<file path="config.mk">
export PLATFORM = sky130hd
export DESIGN_NAME = sgx_expander
export DESIGN_NICKNAME = d
export VERILOG_FILES = /design/src/rtl/sgx_pkg.sv /design/src/rtl/sgx_tick.sv /design/src/rtl/sgx_regs.sv /design/src/rtl/sgx_seq.sv /design/src/rtl/sgx_expander.sv
export SDC_FILE = /design/constraint.sdc
export NUM_CORES = 2
export LEC_CHECK = 0
export ABC_CLOCK_PERIOD_IN_PS = 6620
export BUFFER_PORTS_ARGS = -buffer_cell sky130_fd_sc_hd__buf_2
export CAP_MARGIN = 20
export CORE_ASPECT_RATIO = 0.9
export CORE_MARGIN = 2
export CORE_UTILIZATION = 26
export CTS_BUF_LIST = sky130_fd_sc_hd__clkbuf_4
export CTS_CLUSTER_SIZE = 10
export DETAILED_ROUTE_END_ITERATION = 10
export PLACE_DENSITY = 0.44
export SYNTH_ARGS = -nofsm -noshare
export SYNTH_HDL_FRONTEND = slang
export SYNTH_SLANG_ARGS = --single-unit
</file>
<file path="constraint.sdc">
create_clock -name clk -period 6.62 [get_ports clk]
set_input_delay 0.662 -clock clk [delete_from_list [all_inputs] [get_ports clk]]
set_output_delay 0.662 -clock clk [all_outputs]
set_load 0.1 [all_outputs]
</file>
<file path="src/rtl/sgx_pkg.sv">
package sgx_pkg;
  typedef enum logic [1:0] {
    ST_IDLE  = 2'd0,
    ST_SHIFT = 2'd1,
    ST_LOAD  = 2'd2,
    ST_GAP   = 2'd3
  } seq_st_t;

  localparam int SRC_W     = 3;
  localparam int A_CTRL    = 0;
  localparam int A_DIV     = 1;
  localparam int A_MASK    = 2;
  localparam int A_IN_BASE = 4;
  localparam logic [SRC_W-1:0] SRC_HIGH = 3'd1;
endpackage

</file>
<file path="src/rtl/sgx_tick.sv">
module sgx_tick #(
  parameter int DIV_W = 12
) (
  input  logic             clk,
  input  logic             rst,
  input  logic             run,
  input  logic [DIV_W-1:0] div_val,
  output logic             slot_end,
  output logic             rise,
  output logic             high
);
  logic [DIV_W-1:0] pc;
  logic [DIV_W-1:0] dq;
  logic [DIV_W-1:0] div_eff;

  assign div_eff  = (div_val < DIV_W'(2)) ? DIV_W'(2) : div_val;
  assign slot_end = run && (pc == dq - 1'b1);
  assign rise     = run && (pc == (dq >> 1));
  assign high     = run && (pc >= (dq >> 1));

  always_ff @(posedge clk) begin
    if (rst) begin
      pc <= '0;
      dq <= DIV_W'(2);
    end else if (!run) begin
      pc <= '0;
      dq <= div_eff;
    end else if (slot_end) begin
      pc <= '0;
    end else begin
      pc <= pc + 1'b1;
    end
  end


  pc_range_chk: assert property (@(posedge clk) disable iff (rst) pc < dq);

  div_floor_chk: assert property (@(posedge clk) disable iff (rst) dq >= DIV_W'(2));
endmodule

</file>
<file path="src/rtl/sgx_regs.sv">
module sgx_regs
  import sgx_pkg::*;
#(
  parameter int NPORTS = 32,
  parameter int MAXB   = 4,
  parameter int DIV_W  = 12,
  parameter int GAP_W  = 8,
  parameter int DATA_W = 32,
  localparam int PW    = $clog2(NPORTS),
  localparam int BW    = (MAXB > 1) ? $clog2(MAXB) : 1,
  localparam int AW    = PW + 1,
  localparam int CFG_W = SRC_W * MAXB
) (
  input  logic                   clk,
  input  logic                   rst,
  input  logic                   we,
  input  logic [AW-1:0]          addr,
  input  logic [DATA_W-1:0]      wdata,
  output logic [DATA_W-1:0]      rdata,
  output logic                   rpt_en,
  output logic                   one_shot,
  output logic [BW-1:0]          width_m1,
  output logic [GAP_W-1:0]       gap_len,
  output logic [DIV_W-1:0]       div_val,
  output logic [NPORTS-1:0]      port_mask,
  input  logic [PW-1:0]          src_port,
  input  logic [BW-1:0]          src_bit,
  output logic [SRC_W-1:0]       src_code,
  input  logic                   clr_shot,
  input  logic [MAXB*NPORTS-1:0] in_flat
);
  logic [CFG_W-1:0]  cfg_mem [NPORTS];
  logic [DATA_W-1:0] rd_mux;
  logic              ctrl_hit;
  int                row;

  assign ctrl_hit = we && (addr == AW'(A_CTRL));
  assign row      = int'(addr) - A_IN_BASE;
  assign src_code = cfg_mem[src_port][SRC_W*int'(src_bit) +: SRC_W];

  always_ff @(posedge clk) begin
    if (rst) begin
      rpt_en    <= 1'b0;
      one_shot  <= 1'b0;
      width_m1  <= '0;
      gap_len   <= '0;
      div_val   <= '0;
      port_mask <= '0;
      for (int i = 0; i < NPORTS; i++) cfg_mem[i] <= '0;
    end else begin
      if (ctrl_hit) begin
        rpt_en   <= wdata[0];
        width_m1 <= wdata[2 +: BW];
        gap_len  <= wdata[8 +: GAP_W];
      end
      if (ctrl_hit)      one_shot <= wdata[1];
      else if (clr_shot) one_shot <= 1'b0;
      if (we && addr == AW'(A_DIV))  div_val   <= wdata[DIV_W-1:0];
      if (we && addr == AW'(A_MASK)) port_mask <= wdata[NPORTS-1:0];
      if (we && addr[AW-1])          cfg_mem[addr[PW-1:0]] <= wdata[CFG_W-1:0];
    end
  end

  always_comb begin
    rd_mux = '0;
    if (addr[AW-1]) begin
      rd_mux[CFG_W-1:0] = cfg_mem[addr[PW-1:0]];
    end else if (row >= 0 && row < MAXB) begin
      rd_mux[NPORTS-1:0] = in_flat[row*NPORTS +: NPORTS];
    end else if (addr == AW'(A_CTRL)) begin
      rd_mux[0]          = rpt_en;
      rd_mux[1]          = one_shot;
      rd_mux[2 +: BW]    = width_m1;
      rd_mux[8 +: GAP_W] = gap_len;
    end else if (addr == AW'(A_DIV)) begin
      rd_mux[DIV_W-1:0] = div_val;
    end else if (addr == AW'(A_MASK)) begin
      rd_mux[NPORTS-1:0] = port_mask;
    end
  end

  always_ff @(posedge clk) begin
    if (rst) rdata <= '0;
    else     rdata <= rd_mux;
  end

  wire unused_wdata = ^wdata;


  shot_clear_chk: assert property (@(posedge clk) disable iff (rst)
    ($fell(one_shot) && !$past(ctrl_hit)) |-> !$past(rpt_en));
endmodule

</file>
<file path="src/rtl/sgx_seq.sv">
module sgx_seq
  import sgx_pkg::*;
#(
  parameter int NPORTS = 32,
  parameter int MAXB   = 4,
  parameter int GAP_W  = 8,
  localparam int PW    = $clog2(NPORTS),
  localparam int BW    = (MAXB > 1) ? $clog2(MAXB) : 1
) (
  input  logic                   clk,
  input  logic                   rst,
  input  logic                   rpt_en,
  input  logic                   one_shot,
  input  logic [BW-1:0]          width_m1,
  input  logic [GAP_W-1:0]       gap_len,
  input  logic [NPORTS-1:0]      port_mask,
  input  logic                   din,
  input  logic                   slot_end,
  input  logic                   rise,
  input  logic                   high,
  input  logic [SRC_W-1:0]       src_code,
  output logic                   run,
  output logic [PW-1:0]          port_q,
  output logic [BW-1:0]          bit_q,
  output logic                   clr_shot,
  output logic [MAXB*NPORTS-1:0] in_flat,
  output logic                   sclk_o,
  output logic                   dout_o,
  output logic                   load_o
);
  seq_st_t            st, st_n;
  logic [PW-1:0]      port_n;
  logic [BW-1:0]      bit_n;
  logic [GAP_W-1:0]   gcnt, gcnt_n;
  logic               go, burst_end;
  logic [PW:0]        nx, fs;
  logic [MAXB*NPORTS-1:0] stage;

  function automatic logic [PW:0] first_from(input logic [NPORTS-1:0] m,
                                             input logic [PW:0] from);
    logic [PW:0] r;
    r = '0;
    for (int i = NPORTS - 1; i >= 0; i--)
      if (i >= int'(from) && m[i]) r = {1'b1, PW'(i)};
    return r;
  endfunction

  assign run = (st != ST_IDLE);
  assign nx  = first_from(port_mask, (PW+1)'(port_q) + 1'b1);
  assign fs  = first_from(port_mask, '0);

  always_comb begin
    st_n      = st;
    port_n    = port_q;
    bit_n     = bit_q;
    gcnt_n    = gcnt;
    go        = 1'b0;
    burst_end = 1'b0;
    clr_shot  = 1'b0;
    case (st)
      ST_IDLE: go = rpt_en || one_shot;
      ST_SHIFT:
        if (slot_end) begin
          if (bit_q < width_m1) bit_n = bit_q + 1'b1;
          else if (nx[PW]) begin
            port_n = nx[PW-1:0];
            bit_n  = '0;
          end else st_n = ST_LOAD;
        end
      ST_LOAD:
        if (slot_end) begin
          if (gap_len == '0) burst_end = 1'b1;
          else begin
            st_n   = ST_GAP;
            gcnt_n = '0;
          end
        end
      default:
        if (slot_end) begin
          if (gcnt == gap_len - 1'b1) burst_end = 1'b1;
          else gcnt_n = gcnt + 1'b1;
        end
    endcase
    if (burst_end) begin
      if (rpt_en) go = 1'b1;
      else begin
        st_n     = ST_IDLE;
        clr_shot = 1'b1;
      end
    end
    if (go) begin
      bit_n = '0;
      if (fs[PW]) begin
        st_n   = ST_SHIFT;
        port_n = fs[PW-1:0];
      end else st_n = ST_LOAD;
    end
  end

  always_ff @(posedge clk) begin
    if (rst) begin
      st      <= ST_IDLE;
      port_q  <= '0;
      bit_q   <= '0;
      gcnt    <= '0;
      stage   <= '0;
      in_flat <= '0;
      sclk_o  <= 1'b0;
      dout_o  <= 1'b0;
      load_o  <= 1'b0;
    end else begin
      st     <= st_n;
      port_q <= port_n;
      bit_q  <= bit_n;
      gcnt   <= gcnt_n;
      if (st == ST_SHIFT && rise)
        stage[int'(bit_q)*NPORTS + int'(port_q)] <= din;
      if (st == ST_LOAD && slot_end) in_flat <= stage;
      sclk_o <= (st == ST_SHIFT) && high;
      dout_o <= (st == ST_SHIFT) && (src_code == SRC_HIGH);
      load_o <= (st == ST_LOAD);
    end
  end


  load_excl_chk: assert property (@(posedge clk) disable iff (rst)
    load_o |-> (!sclk_o && !dout_o));

  in_commit_chk: assert property (@(posedge clk) disable iff (rst)
    (in_flat != $past(in_flat)) |-> $past(load_o));
endmodule

</file>
<file path="src/rtl/sgx_expander.sv">
module sgx_expander
  import sgx_pkg::*;
#(
  parameter int NPORTS = 32,
  parameter int MAXB   = 4,
  parameter int DIV_W  = 12,
  parameter int GAP_W  = 8,
  parameter int DATA_W = 32,
  localparam int AW    = $clog2(NPORTS) + 1
) (
  input  logic              clk,
  input  logic              rst,
  input  logic              bus_we,
  input  logic [AW-1:0]     bus_addr,
  input  logic [DATA_W-1:0] bus_wdata,
  output logic [DATA_W-1:0] bus_rdata,
  output logic              ser_clk_o,
  output logic              ser_dout_o,
  input  logic              ser_din_i,
  output logic              ser_load_o
);
  localparam int PW = $clog2(NPORTS);
  localparam int BW = (MAXB > 1) ? $clog2(MAXB) : 1;

  logic                   rpt_en, one_shot, clr_shot, run;
  logic                   slot_end, rise, high;
  logic [BW-1:0]          width_m1, bit_q;
  logic [GAP_W-1:0]       gap_len;
  logic [DIV_W-1:0]       div_val;
  logic [NPORTS-1:0]      port_mask;
  logic [PW-1:0]          port_q;
  logic [SRC_W-1:0]       src_code;
  logic [MAXB*NPORTS-1:0] in_flat;

  sgx_regs #(.NPORTS(NPORTS), .MAXB(MAXB), .DIV_W(DIV_W), .GAP_W(GAP_W), .DATA_W(DATA_W)) u_regs (
    .clk(clk), .rst(rst), .we(bus_we), .addr(bus_addr), .wdata(bus_wdata), .rdata(bus_rdata),
    .rpt_en(rpt_en), .one_shot(one_shot), .width_m1(width_m1), .gap_len(gap_len),
    .div_val(div_val), .port_mask(port_mask), .src_port(port_q), .src_bit(bit_q),
    .src_code(src_code), .clr_shot(clr_shot), .in_flat(in_flat)
  );

  sgx_tick #(.DIV_W(DIV_W)) u_tick (
    .clk(clk), .rst(rst), .run(run), .div_val(div_val),
    .slot_end(slot_end), .rise(rise), .high(high)
  );

  sgx_seq #(.NPORTS(NPORTS), .MAXB(MAXB), .GAP_W(GAP_W)) u_seq (
    .clk(clk), .rst(rst), .rpt_en(rpt_en), .one_shot(one_shot), .width_m1(width_m1),
    .gap_len(gap_len), .port_mask(port_mask), .din(ser_din_i), .slot_end(slot_end),
    .rise(rise), .high(high), .src_code(src_code), .run(run), .port_q(port_q),
    .bit_q(bit_q), .clr_shot(clr_shot), .in_flat(in_flat), .sclk_o(ser_clk_o),
    .dout_o(ser_dout_o), .load_o(ser_load_o)
  );
endmodule

</file>
### Word level (Yosys, flattened, before mapping)

Memory sizes are Yosys's and may differ from the RTL's. A register that Yosys moved wholly into a read port is not among the register bits.
Cells that the tools add are included.

* bits in registers: 388
* latch bits: 0
* RAM bits: 384
* ROM bits: 0
* input port bits: 42
* output and inout port bits: 35
* memories: 1

* $add $sub $neg: 8
* multipliers: 1
* div/mod/pow operators: 0
* $lt $le $gt $ge: 39
* eq/ne operators: 10
* shift operators: 2
* muxes and demuxes: 121
* bitwise logic cells: 2
* reduce and logical (&&, ||, !) cells: 59

Memory list
* u_regs.cfg_mem: words 32, width 12, rd ports 2, clocked after Yosys merged registers in 1, write ports 32, RTL line sgx_regs.sv:32 `logic [CFG_W-1:0] cfg_mem [NPORTS];`

Operator list (number)
* 6-bit two-way mux: 64
* 128-bit bitwise mux: 1
* 128-bit by 32-bit variable part select with 32-bit output: 1
* 5-bit by 6-bit greater-or-equal comparator with 1-bit output, first input constant: 16
* 32-bit by 1-bit greater-or-equal comparator with 1-bit output, second input constant: 2
* 32-bit two-way mux: 2
* 4-bit by 6-bit greater-or-equal comparator with 1-bit output, first input constant: 8
* 12-bit two-way mux: 4
* 1-bit logical AND: 45
* 5-bit two-way mux: 8
* 8-bit two-way mux: 5
* 32-bit by 4-bit less-than comparator with 1-bit output, second input constant: 1
* 32-bit by 9-bit less-than comparator with 1-bit output, second input constant: 1
* 12-bit by 32-bit variable part select with 3-bit output: 1
* 3-bit by 6-bit greater-or-equal comparator with 1-bit output, first input constant: 4
* 2-bit two-way mux: 11
* 20-bit two-way mux: 1
* 1-bit two-way mux: 18
* 16-bit two-way mux: 1
* 8-bit one-hot mux with 2 select lines: 1
* 12-bit by 1-bit adder with 12-bit output, second input constant: 1
* 12-bit by 11-bit equality test with 1-bit output: 1
* 12-bit equality test: 1
* 1-bit by 6-bit greater-or-equal comparator with 1-bit output, first input constant: 2
* other kinds (34): 42

### Longest topological paths before layout

* word-level depth: 42
* depth in mapped cells: 14
* depth with buffers taken out: 11

### By module

From an unflattened synthesis, not the netlist that was laid out.

* cell total of the unflattened synthesis: 3570
* area, all modules: 38861.0 µm²

Modules (own cells, without submodules)
* sgx_regs: times used 1, cells each 1747, area an instance 24682.4 µm²
* sgx_seq: times used 1, cells each 1622, area an instance 12441.9 µm²
* sgx_tick: times used 1, cells each 201, area an instance 1736.7 µm²

### Worst setup path after synthesis

Ideal clock, no wire load.

* kind: flip-flop to flip-flop
* start: register u_seq.port_q[1]
* end: register u_seq.st[0]
* setup time: 0.132 ns
* data arrival time: 3.508 ns
* data required time: 6.488 ns
* slack: 2.980 ns
* stages on the path, launching flop included: 15
* path buffers: 3
* path through: dfxtp_1 > clkbuf_1 > buf_1 > clkinv_1 > ha_1 > nand2b_1 > clkbuf_1 > or4_1 > o311a_1 > o21ai_0 > and4b_1 > nand4_2 > o311a_1 > o311ai_1 > a21oi_1

* word-level cells in the longest chain between the ends: 42

RTL lines
* start, declared: RTL line sgx_seq.sv:23 `output logic [PW-1:0] port_q,`
* start signal, assigned: RTL line sgx_seq.sv:113 `port_q <= port_n;`
* 5-bit by 1-bit adder with 6-bit output *: RTL line sgx_seq.sv:49 `assign nx = first_from(port_mask, (PW+1)'(port_q) + 1'b1);`
* 5-bit by 6-bit greater-or-equal comparator with 1-bit output: RTL line sgx_seq.sv:44 `if (i >= int'(from) && m[i]) r = {1'b1, PW'(i)};`
* 1-bit logical AND: RTL line sgx_seq.sv:44
* 6-bit two-way mux (31 in a row): RTL line sgx_seq.sv:44
* 6-bit two-way mux *: RTL line sgx_seq.sv:44
* 2-bit two-way mux *: RTL line sgx_seq.sv:65 `else if (nx[PW]) begin`
* 2-bit two-way mux *: RTL line sgx_seq.sv:64 `if (bit_q < width_m1) bit_n = bit_q + 1'b1;`
* 2-bit two-way mux *: RTL line sgx_seq.sv:63 `if (slot_end) begin`
* 2-bit one-hot mux with 2 select lines *: RTL line sgx_seq.sv:60 `case (st)`
* 2-bit two-way mux: RTL line sgx_seq.sv:85 `if (rpt_en) go = 1'b1;`
* 2-bit two-way mux *: RTL line sgx_seq.sv:84 `if (burst_end) begin`
* 2-bit two-way mux *: RTL line sgx_seq.sv:91 `if (go) begin`
* end signal, assigned: RTL line sgx_seq.sv:112 `st <= st_n;`
* end, declared: RTL line sgx_seq.sv:31 `seq_st_t st, st_n;`

Mark *: on every way between the ends. The rest lies on a longest branch, timed or not.
A chain may end at the register's enable or synchronous reset.

### Worst setup path after layout

* start: register u_seq.port_q[1]
* end: register u_seq.port_q[1]

* word-level cells in the longest chain between the ends: 41

RTL lines
* 5-bit by 1-bit adder with 6-bit output: RTL line sgx_seq.sv:49
* 5-bit by 6-bit greater-or-equal comparator with 1-bit output: RTL line sgx_seq.sv:44
* 1-bit logical AND: RTL line sgx_seq.sv:44
* 6-bit two-way mux (32 in a row): RTL line sgx_seq.sv:44
* 5-bit two-way mux: RTL line sgx_seq.sv:65
* 5-bit two-way mux: RTL line sgx_seq.sv:64
* 5-bit two-way mux: RTL line sgx_seq.sv:63
* 5-bit two-way mux *: RTL line sgx_seq.sv:60
* 5-bit two-way mux: RTL line sgx_seq.sv:93 `if (fs[PW]) begin`
* 5-bit two-way mux *: RTL line sgx_seq.sv:91

Marked as above.

==> impl_metrics.json <==
{
  "area_growth_pct": 14.2,
  "synth_edf_count": 384,
  "worstReg2RegEnd": "u_seq.port_q[1]",
  "vias": 30978,
  "hold_violations": 0,
  "antenna_found_initial": 12,
  "yosysWarnings": 0,
  "post_cts_buffers": 0,
  "arrival_ns": 5.24,
  "viasPerCell": 5.26,
  "syn-cell-area_um2": 37600,
  "ys_seq_area_frac": 0.514,
  "core-area_um2": 144000,
  "gr-total-overflow": 0,
  "rsz0062_at_grt": "false",
  "grt_max_degree": 177,
  "ys.flop_type": "dfxtp_1",
  "holdPathStages": 4,
  "drive_gt1_frac": 0.176,
  "end_kind": "flip-flop",
  "status": "finished, final reports clean",
  "ir_drop_v": 0.000165,
  "maxCapViolCount": 0,
  "final_cell_mix": "482 x nand2_1, 401 x and2_1, 385 x dfxtp_1",
  "r2r_slack_ns": 2.36,
  "io_pins": 77,
  "dp_cells": 5475,
  "slew_viol_final": 0,
  "cts-root-buf": "clkbuf_4",
  "syn_inst": 3761,
  "dieArea_um2": 148000,
  "grtUsageTotal": 0.200,
  "postRouteAntennaNets": 0,
  "r2r_start": "u_seq.port_q[1]",
  "regArea_um2": 19300,
  "start_util": 0.262,
  "layout.nets": 3913,
  "routed_wl_mm": 150,
  "fill_cells": 15103,
  "worst_slew_pin_slew_ns": 1.13,
  "grt_pass1_vias": 29981,
  "cts_buffers": 214,
  "grt_pass1_wl_mm": 216,
  "wl_per_cell_um": 25.4,
  "port_buffers": 76,
  "drt_iter0_markers": 3335,
  "dp_hpwl_mm": 99.2,
  "insertion_delay_ns": 1.21,
  "die_w_um": 405,
  "worstSetupPathType": "flip-flop to flip-flop",
  "synth.avg_cell_area_um2": 9.99,
  "whs_endpoint": "u_regs.gap_len[0]",
  "critPathMaxFanout": 11,
  "reg2regPathDepth": 13,
  "drc": 0,
  "first_pass_iters": 6,
  "period_share": 0.644,
  "multi_input_area_um2": 16900,
  "cts_buffer_depth": 3,
  "max_freq_mhz": 235,
  "fp.dieH_um": 365,
  "netlist-cell-type-count": 80,
  "ys_ff_latch": 772,
  "p_per_area_nw_per_um2": 244,
  "fin_cells": 5891,
  "fin_skew_ns": 0.0971,
  "hp-start": "bus_wdata[8]",
  "tritoncts": "yes",
  "cts.sinks": 772,
  "gp_congestion": 0.901,
  "synth_fp_nets": 3832,
  "cp_data_required_time_ns": 7.60,
  "final_common_cell": "nand2_1",
  "clk_pin_slew_ns": 0.06,
  "maxSlewHeadroom": 0.247,
  "leakagePower_nw": 14.6,
  "finalSetupViolations": 0,
  "min_period_ns": 4.26,
  "tns_ns": 0,
  "min-delay-path-class": "primary input to flip-flop",
  "startpoint_type": "flip-flop",
  "ys_async_sr_fraction": 0,
  "htree_levels": 4,
  "fp-row-count": 132
}
critical path, cell delays in order (launching register included):
cell	delay, ns
dfxtp_1	0.59
buf_4	0.28
clkinv_1	0.08
buf_4	0.20
ha_1	0.20
nand2b_1	0.36
or4_1	0.57
o311a_1	0.15
o21ai_0	0.30
and4b_1	0.31
nand4_2	0.21
nand2_2	0.18
nand2_1	0.07
a311oi_1	0.57
logic make-up (layout without fill, tap and decap cells):
| family | after synthesis | count (layout) | share of synthesized area |
|---|---|---|---|
| simple gates | 1461 | 1461 | 0.195 |
| mux | 168 | 168 | 0.0898 |
| other cells | 0 | 9 | 0 |
| flops | 772 | 772 | 0.514 |
| buf+inv | 378 | 623 | 0.0388 |
| compound gates | 905 | 905 | 0.142 |
| xor+xnor | 47 | 47 | 0.0110 |
| fa+ha+maj | 30 | 30 | 0.00992 |
cells in the mapped netlist, types with 6 or more instances:
library cell	number	area (um^2)
a221oi_1	35	307
clkbuf_2	9	45.0
buf_1	16	60.1
nand4_1	39	244
mux2i_1	21	210
or3_1	9	56.3
a22o_1	13	114
and2_1	401	2510
buf_2	17	85.1
a31oi_1	13	81.3
xor2_1	26	228
or2_2	37	231
mux2_2	13	146
clkbuf_1	285	1070
mux4_2	134	3020
nor3_1	39	195
nand2b_1	7	43.8
a22oi_1	85	638
ha_1	29	363
a21oi_1	375	1880
dfxtp_1	388	7770
xnor2_1	21	184
a222oi_1	6	60.1
o21ai_0	265	1330
nor3b_1	6	45.0
nor2b_1	10	62.6
and3_1	27	169
a211oi_1	21	158
inv_1	47	176
o22ai_1	6	37.5
nor2_1	184	691
and2_0	10	62.6
nor4_1	14	87.6
edfxtp_1	384	11500
nand3_1	165	826
a2111oi_0	6	52.6
o211ai_1	8	60.1
nand2_1	483	1810
a21o_1	12	90.1
final cells by class:
class                   instances  share of cell area
diodes                          9            0.000525
clock buffers                 307              0.0537
clock inverters                73              0.0112
inverters                      50             0.00437
multi-input cells            2611               0.393
flip-flops and latches        772               0.450
well taps                    1876              0.0547
repair buffers                193              0.0323
through the flow:
step                power, W  setup slack, ns  hold WS [ns]  area (um^2)   util
finish                0.0105             2.36         0.136        42900  0.299
global route          0.0109             2.20        0.0643        42900  0.299
CTS                   0.0106             2.44       0.00248        42900  0.298
detailed placement   0.00600             2.49         0.441        39800  0.277
global placement     0.00601             2.39         0.436        39800  0.277
floorplan            0.00568             2.98         0.429        37600      -
worst max path at each step:
stage               startpoint               end  slack, ns  depth (start not counted)
6_report       u_seq.port_q[1]   u_seq.port_q[1]       2.36                         13
5_1_grt        u_seq.port_q[1]   u_seq.port_q[1]       2.20                         13
4_1_cts        u_seq.port_q[1]   u_seq.port_q[1]       2.44                         13
3_5_place_dp   u_seq.port_q[1]   u_seq.port_q[1]       2.49                         13
3_3_place_gp       bus_addr[2]  u_regs.rdata[16]       2.39                          8
2_1_floorplan  u_seq.port_q[1]       u_seq.st[0]       2.98                         14
state kept, by name, summed over array words and instances, names as in the netlist, 5 cells and up:
register          count
u_regs.cfg_mem      384
u_regs.div_val       12
u_regs.gap_len        8
u_regs.port_mask     32
u_regs.rdata         32
u_seq.gcnt            8
u_seq.in_flat       128
u_seq.port_q          5
u_seq.stage         128
u_tick.dq            12
u_tick.pc            12
where the power goes:
part | total, W | switching [W] | internal [W]
registers | 0.00526 | 0.000117 | 0.00514
logic | 0.000668 | 0.000460 | 0.000208
clock network | 0.00454 | 0.00217 | 0.00236
routing by layer:
layer  up-vias  share of wire  track usage
li1      13869              -            -
met1     15450           0.46        0.286
met2      1399           0.43        0.295
met3       258          0.085       0.0472
met4         2          0.027       0.0653
met5         -       0.000087            0
timing repair:
action | CTS | global route
hold buffers | 26 | 0
resized for setup | 0 | 0
endpoints found under the hold margin | 117 | 0
Note: power is estimated with default switching activity, not from simulation.
